**src/rtl/pci_par_pkg.sv**
```systemverilog
package pci_par_pkg;

   // Kind of phase captured for checking
   typedef struct packed {
      logic addr;
      logic data;
   } rx_kind_t;

   // Mismatch report handed from the checker to the report stage
   typedef struct packed {
      logic addr_mis;
      logic data_mis;
   } mis_t;

   localparam int unsigned PAR_LAG = 1;   // parity after lanes
   localparam int unsigned ERR_LAG = 2;   // strobe after lanes

   function automatic int unsigned tree_levels(input int unsigned width);
      int unsigned lv;
      lv = 0;
      while ((1 << lv) < width) lv++;
      if (lv == 0) lv = 1;
      return lv;
   endfunction

endpackage

```
**src/rtl/pci_par_xor_tree.sv**
```systemverilog
module pci_par_xor_tree #(
   parameter int unsigned W        = 36,
   parameter bit          USE_TREE = 1'b1
) (
   input  logic [W-1:0] lanes_i,
   output logic         par_o
);
   import pci_par_pkg::*;

   localparam int unsigned LVLS = tree_levels(W);
   localparam int unsigned NP   = 1 << LVLS;

   generate
      if (W < 2) begin : g_bad_width
         $error("pci_par_xor_tree: W must be at least 2");
      end

      if (USE_TREE) begin : g_tree
         for (genvar l = 0; l <= LVLS; l++) begin : g_lvl
            logic [(NP >> l)-1:0] v;
            if (l == 0) begin : g_leaf
               assign v = NP'(lanes_i);
            end else begin : g_node
               for (genvar i = 0; i < (NP >> l); i++) begin : g_x
                  assign v[i] = g_lvl[l-1].v[2*i] ^ g_lvl[l-1].v[2*i+1];
               end
            end
         end
         assign par_o = g_lvl[LVLS].v[0];
      end else begin : g_flat
         assign par_o = ^lanes_i;
      end
   endgenerate

endmodule

```
**src/rtl/pci_par_gen.sv**
```systemverilog
module pci_par_gen (
   input  logic clk,
   input  logic rst_n,
   input  logic calc_i,
   input  logic drive_i,
   output logic par_o,
   output logic par_oe_o
);

   logic par_q;
   logic oe_q;

   always_ff @(posedge clk or negedge rst_n) begin
      if (!rst_n) begin
         par_q <= 1'b0;
         oe_q  <= 1'b0;
      end else begin
         par_q <= calc_i;
         oe_q  <= drive_i;
      end
   end

   assign par_o    = par_q;
   assign par_oe_o = oe_q;

endmodule

```
**src/rtl/pci_par_chk.sv**
```systemverilog
module pci_par_chk
   import pci_par_pkg::*;
(
   input  logic     clk,
   input  logic     rst_n,
   input  logic     calc_i,
   input  rx_kind_t kind_i,
   input  logic     par_i,
   output mis_t     mis_o
);

   logic     calc_q;
   rx_kind_t kind_q;
   logic     differ;

   always_ff @(posedge clk or negedge rst_n) begin
      if (!rst_n) begin
         calc_q <= 1'b0;
         kind_q <= '0;
      end else begin
         calc_q <= calc_i;
         kind_q <= kind_i;
      end
   end

   assign differ         = calc_q ^ par_i;
   assign mis_o.addr_mis = kind_q.addr & differ;
   assign mis_o.data_mis = kind_q.data & differ;

endmodule

```
**src/rtl/pci_par_report.sv**
```systemverilog
module pci_par_report
   import pci_par_pkg::*;
(
   input  logic clk,
   input  logic rst_n,
   input  mis_t mis_i,
   input  logic perr_resp_en_i,
   input  logic serr_en_i,
   output logic perr_n_o,
   output logic perr_oe_o,
   output logic serr_n_o,
   output logic serr_oe_o,
   output logic dpe_pulse_o,
   output logic sse_pulse_o
);

   logic perr_n_q, perr_oe_q, serr_drv_q, dpe_q;
   logic perr_low, serr_drv;

   assign perr_low = mis_i.data_mis & perr_resp_en_i;
   assign serr_drv = mis_i.addr_mis & perr_resp_en_i & serr_en_i;

   always_ff @(posedge clk or negedge rst_n) begin
      if (!rst_n) begin
         perr_n_q   <= 1'b1;
         perr_oe_q  <= 1'b0;
         serr_drv_q <= 1'b0;
         dpe_q      <= 1'b0;
      end else begin
         perr_n_q   <= ~perr_low;
         perr_oe_q  <= perr_low | ~perr_n_q;
         serr_drv_q <= serr_drv;
         dpe_q      <= mis_i.addr_mis | mis_i.data_mis;
      end
   end

   assign perr_n_o    = perr_n_q;
   assign perr_oe_o   = perr_oe_q;
   assign serr_n_o    = ~serr_drv_q;
   assign serr_oe_o   = serr_drv_q;
   assign sse_pulse_o = serr_drv_q;
   assign dpe_pulse_o = dpe_q;

endmodule

```
**src/rtl/pci_parity_unit.sv**
```systemverilog
module pci_parity_unit #(
   parameter int unsigned AD_W     = 32,
   parameter int unsigned BE_W     = 4,
   parameter bit          USE_TREE = 1'b1
) (
   input  logic            clk,
   input  logic            rst_n,
   input  logic [AD_W-1:0] ad_i,
   input  logic [BE_W-1:0] cbe_i,
   input  logic            par_i,
   input  logic            drv_addr_i,
   input  logic            drv_data_i,
   input  logic            rx_addr_i,
   input  logic            rx_data_i,
   input  logic            irdy_n_i,
   input  logic            trdy_n_i,
   input  logic            perr_resp_en_i,
   input  logic            serr_en_i,
   output logic            par_o,
   output logic            par_oe_o,
   output logic            perr_n_o,
   output logic            perr_oe_o,
   output logic            serr_n_o,
   output logic            serr_oe_o,
   output logic            dpe_pulse_o,
   output logic            sse_pulse_o
);
   import pci_par_pkg::*;

   localparam int unsigned LANES = AD_W + BE_W;

   generate
      if (AD_W % 8 != 0) begin : g_bad_ad
         $error("pci_parity_unit: AD_W must be a whole number of bytes");
      end
      if (BE_W != AD_W / 8) begin : g_bad_be
         $error("pci_parity_unit: BE_W must be one lane per byte");
      end
   endgenerate

   logic [LANES-1:0] lanes;
   logic             calc;
   rx_kind_t         kind;
   mis_t             mis;

   assign lanes     = {cbe_i, ad_i};
   assign kind.addr = rx_addr_i;
   assign kind.data = rx_data_i & ~irdy_n_i & ~trdy_n_i;

   pci_par_xor_tree #(.W(LANES), .USE_TREE(USE_TREE)) i_tree (
      .lanes_i (lanes),
      .par_o   (calc)
   );

   pci_par_gen i_gen (
      .clk      (clk),
      .rst_n    (rst_n),
      .calc_i   (calc),
      .drive_i  (drv_addr_i | drv_data_i),
      .par_o    (par_o),
      .par_oe_o (par_oe_o)
   );

   pci_par_chk i_chk (
      .clk    (clk),
      .rst_n  (rst_n),
      .calc_i (calc),
      .kind_i (kind),
      .par_i  (par_i),
      .mis_o  (mis)
   );

   pci_par_report i_rep (
      .clk            (clk),
      .rst_n          (rst_n),
      .mis_i          (mis),
      .perr_resp_en_i (perr_resp_en_i),
      .serr_en_i      (serr_en_i),
      .perr_n_o       (perr_n_o),
      .perr_oe_o      (perr_oe_o),
      .serr_n_o       (serr_n_o),
      .serr_oe_o      (serr_oe_o),
      .dpe_pulse_o    (dpe_pulse_o),
      .sse_pulse_o    (sse_pulse_o)
   );

endmodule

```
**config.mk**
```make
export PLATFORM = sky130hd
export DESIGN_NAME = pci_parity_unit
export DESIGN_NICKNAME = d
export VERILOG_FILES = /design/src/rtl/pci_par_pkg.sv /design/src/rtl/pci_par_xor_tree.sv /design/src/rtl/pci_par_gen.sv /design/src/rtl/pci_par_chk.sv /design/src/rtl/pci_par_report.sv /design/src/rtl/pci_parity_unit.sv
export SDC_FILE = /design/constraint.sdc
export NUM_CORES = 1
export LEC_CHECK = 0
export ABC_CLOCK_PERIOD_IN_PS = 1360
export BUFFER_PORTS_ARGS = -buffer_cell sky130_fd_sc_hd__clkbuf_2
export CAP_MARGIN = 20
export CORE_MARGIN = 3
export CORE_UTILIZATION = 35
export CTS_CLUSTER_DIAMETER = 200
export DETAILED_ROUTE_END_ITERATION = 6
export PLACE_DENSITY = 0.82
export SYNTH_ARGS = -nofsm -noshare
export SYNTH_HDL_FRONTEND = slang
export SYNTH_SLANG_ARGS = --single-unit
```
**constraint.sdc**
```tcl
create_clock -name clk -period 1.36 [get_ports clk]
set_clock_uncertainty 0.2 [all_clocks]
set_input_delay 0.272 -clock clk [delete_from_list [all_inputs] [get_ports clk]]
set_output_delay 0.272 -clock clk [all_outputs]
set_load 0.02 [all_outputs]
```
# == Yosys cells after proc, flatten, opt, wreduce, memory -nomap -nowiden ==
# Cells that the tools add are included.
# classes
addsub,0
mul,0
div_mod_pow,0
order_cmp,0
eq_ne,0
shifts,0
mux,0
bitwise_logic,51
n_reduce_logical,0
# op_table
cell,count
bitwise XOR 1 bit,36
bitwise AND 1 bit,7
inverter 1 bit,5
OR 1 bit,3
# totals
ff_bits,8
latch_bits,0
ram_bits,0
romBits,0
input_bits,47
output_inout_bits,8
n_memories,0

# == Depth between registers and ports, before layout ==
# logic_depth
ltp_word,6
mapped_depth,5
depth_no_buf,5

# == Cells and area by module ==
# A second synthesis with hierarchy kept.
# hier_totals
cells_unflattened,54
area_unflattened_um2,615.6
# by_module_without_submodules
module,instances,cells_each,area_each_um2
pci_par_xor_tree,1,34,311.5
pci_par_report,1,10,138.9
pci_par_chk,1,6,96.3
pci_par_gen,1,2,50.0
pci_parity_unit,1,2,18.8

# == Least setup slack after synthesis ==
# No wires, ideal clock.
# synth_timing
path_type,input port to flip-flop
start,input ad_i[26]
end,register i_chk.calc_q
arrival_ns,1.258
required_ns,1.037
path_slack_ns,-0.220
cell_stages,5
path_buffers,0
path_cell_list,xor2_1 xnor2_1 xnor2_1 xnor3_1 xnor2_1
# synth_between
elab_chain_cells,6
# synth_lines
item,line_no,rtl
from (decl),pci_parity_unit.sv:8,"input logic [AD_W-1:0] ad_i,"
bitwise XOR 1 bit (6 in a row),pci_par_xor_tree.sv:25,assign v[i] = g_lvl[l-1].v[2*i] ^ g_lvl[l-1].v[2*i+1];
net calc,pci_parity_unit.sv:42,logic calc;
to (signal assigned),pci_par_chk.sv:21,calc_q <= calc_i;
to (decl),pci_par_chk.sv:12,logic calc_q;
# The timed path passes the listed nets, and every way through them passes these cells.

# == Worst setup path after layout ==
# layout_timing
start,input ad_i[9]
end,register i_chk.calc_q
# The elaborated chain is that of the path after synthesis.

==> qor.csv <==
metric,value,unit
cp_max_fo,1,
max_freq,689,MHz
die_x,46.4,um
cts_setup_buffers,0,
rrSetupSlack,0.25,ns
grt_pass1_wl,2080,um
htree_levels,1,
portBuffers,54,
post-dp-hpwl,1080,um
path_class,in -> reg,
wl,1300,um
period_share,107,%
critPathLaunchType,input pin,
cp-end-kind,flop,
power.leakage,0.488,nW
gr-total-overflow,0,
die_h,46.4,um
worstMarginPinSlew,0.222,ns
first_global_vias,553,
grt_max_degree,9,
fin_ws,-0.0916,ns
max-vdd-ir-drop,0.551,mV
cts.sinks,8,
power.density,1060,nW/um^2
wire_per_inst,10.1,um
fin_nets,162,
netlist_area,572,sq um
stdcell_area,960,sq um
rsz0062_at_grt,yes,
final_cell_mix,"clkbuf_2 (52), xnor2_1 (28), dfrtp_1 (7)",
diodes,0,
slew_headroom,85.1,%
post-place-cells,119,
antenna_found_initial,0,
viasPerCell,4.26,
status,finished with violations,
die-area,2150,sq um
finalMaxSlewViolations,0,
fin_cells,129,
ys_types,13,
failed_checks,setup timing,
avgSynthCellArea,11.2,sq um
syn_nets,98,
finalWeightedCongestion,0.667,
cts_made_buffers,3,
min_period,1.45,ns
firstDrtPassIters,1,
vias,549,
grtUsageTotal,14.1,%
cts_tree,done,
synth_seq_cells,8,
hold_violations,0,
ys_seq_area_share,35.2,%
start_util,40.4,%
postRouteAntennaNets,0,
drc,0,
cts_buffer_depth,2,
layout_commonest_cell,clkbuf_2,
max_cap_viol_count,0,
place_area,861,sq um
min_path_type,in -> reg,
core-area,1420,sq um
setup_violations,2,
cts_root_buf,clkbuf_4,
drtIter0Drc,0,
clk_pin_slew_worst_paths,0.06,ns
ys_warn_count,0,
crit_arrival,1.39,ns
area_growth,67.8,%
drive_gt1_share,52.6,%
std_cell_rows,13,
syn_inst,51,
io_pins,55,
cp.required,1.30,ns
clock_latency,0.26,ns
## logic make-up (layout without fill, tap and decap cells)
kind of cell              after synthesis  after routing  synth area share, %
and+or+nand+nor                         5              5                 5.47
DFF                                     8              8                 35.2
AOI/OAI and AO/OA                       1              1                 1.31
xor gates and xnor gates               35             35                 56.0
buffers and inverters                   2             65                 1.97
## layout make-up
| cell class | count | area [sq um] |
|---|---|---|
| Fill cell | 113 | 455 |
| Multi-Input combinational cell | 41 | 367 |
| Timing Repair Buffer | 60 | 343 |
| Sequential cell | 8 | 201 |
| Clock buffer | 4 | 26.3 |
| Tap cell | 15 | 18.8 |
| Inverter | 1 | 3.75 |
## synthesized netlist by cell type (all sizes together)
cell type | n | area [sq um]
dfstp | 1 | 26.3
nand3 | 1 | 5.00
xnor2 | 29 | 254
and4 | 1 | 8.76
xnor3 | 1 | 22.5
or2 | 1 | 6.26
nand2 | 1 | 3.75
inv | 1 | 3.75
buf | 1 | 7.51
nor3b | 1 | 7.51
xor2 | 5 | 43.8
o21a | 1 | 7.51
dfrtp | 7 | 175
## worst max-delay path, stage by stage
cell      delay, ns
clkbuf_2       0.09
xnor2_1        0.19
xnor2_1        0.16
xnor2_1        0.14
xnor3_1        0.41
xnor2_1        0.13
## power breakdown
group,total (W),internal [W],switching [W]
Clock,0.000199,0.000113,0.0000862
Sequential,0.000301,0.000281,0.0000202
Combinational,0.000516,0.000301,0.000215
Total,0.00102,0.000694,0.000321
## repair_timing
action                                  CTS  global route
resized for setup                         2             3
endpoints found under the setup margin    2             3
hold buffers                              6             0
pin swaps                                 0             0
hold endpoints to repair                 11             0
## final timing paths
path,endpoint,start,cells after the start
worst max-delay path,i_chk.calc_q$_DFF_PN0_,ad_i[9],6
worst min-delay path,i_chk.kind_q[0]$_DFF_PN0_,rx_data_i,2
worst max register to register,i_rep.perr_oe_o$_DFF_PN0_,i_chk.calc_q$_DFF_PN0_,3
worst min register to register,i_rep.perr_oe_o$_DFF_PN0_,i_rep.perr_n_o$_DFF_PN1_,1
max in group asynchronous,i_rep.perr_n_o$_DFF_PN1_,rst_n,2
min in group asynchronous,i_rep.perr_oe_o$_DFF_PN0_,rst_n,2
## metrics by stage
stage	power [W]	hold slack, ns	utilization (%)	setup WS (ns)	TNS (ns)
after floorplan	0.000668	-0.224	-	-0.203	-0.203
after global placement	0.000796	-0.0805	60.8	-0.349	-0.349
after detailed placement	0.000807	-0.0751	60.8	-0.365	-0.365
after CTS	0.00102	0.0259	67.6	-0.103	-0.155
after global routing	0.00108	0.0414	67.8	-0.128	-0.175
final	0.00102	0.0453	67.8	-0.0916	-0.114
## flip-flops by register name, summed over array words and instances, names as in the netlist
signal and flops:
i_rep.serr_oe_o 1, i_gen.par_oe_o 1, i_rep.perr_n_o 1, i_chk.calc_q 1, i_chk.kind_q 2, i_rep.perr_oe_o 1
i_rep.dpe_pulse_o 1
## layer usage
layer,track usage [%],part of all wire [%],vias up
li1,-,-,282
met1,12.7,30,228
met2,27.2,58,39
met3,3.52,12,0
met4,8.52,0,0
met5,0,0,-
Power figures use the tool's default switching activity.
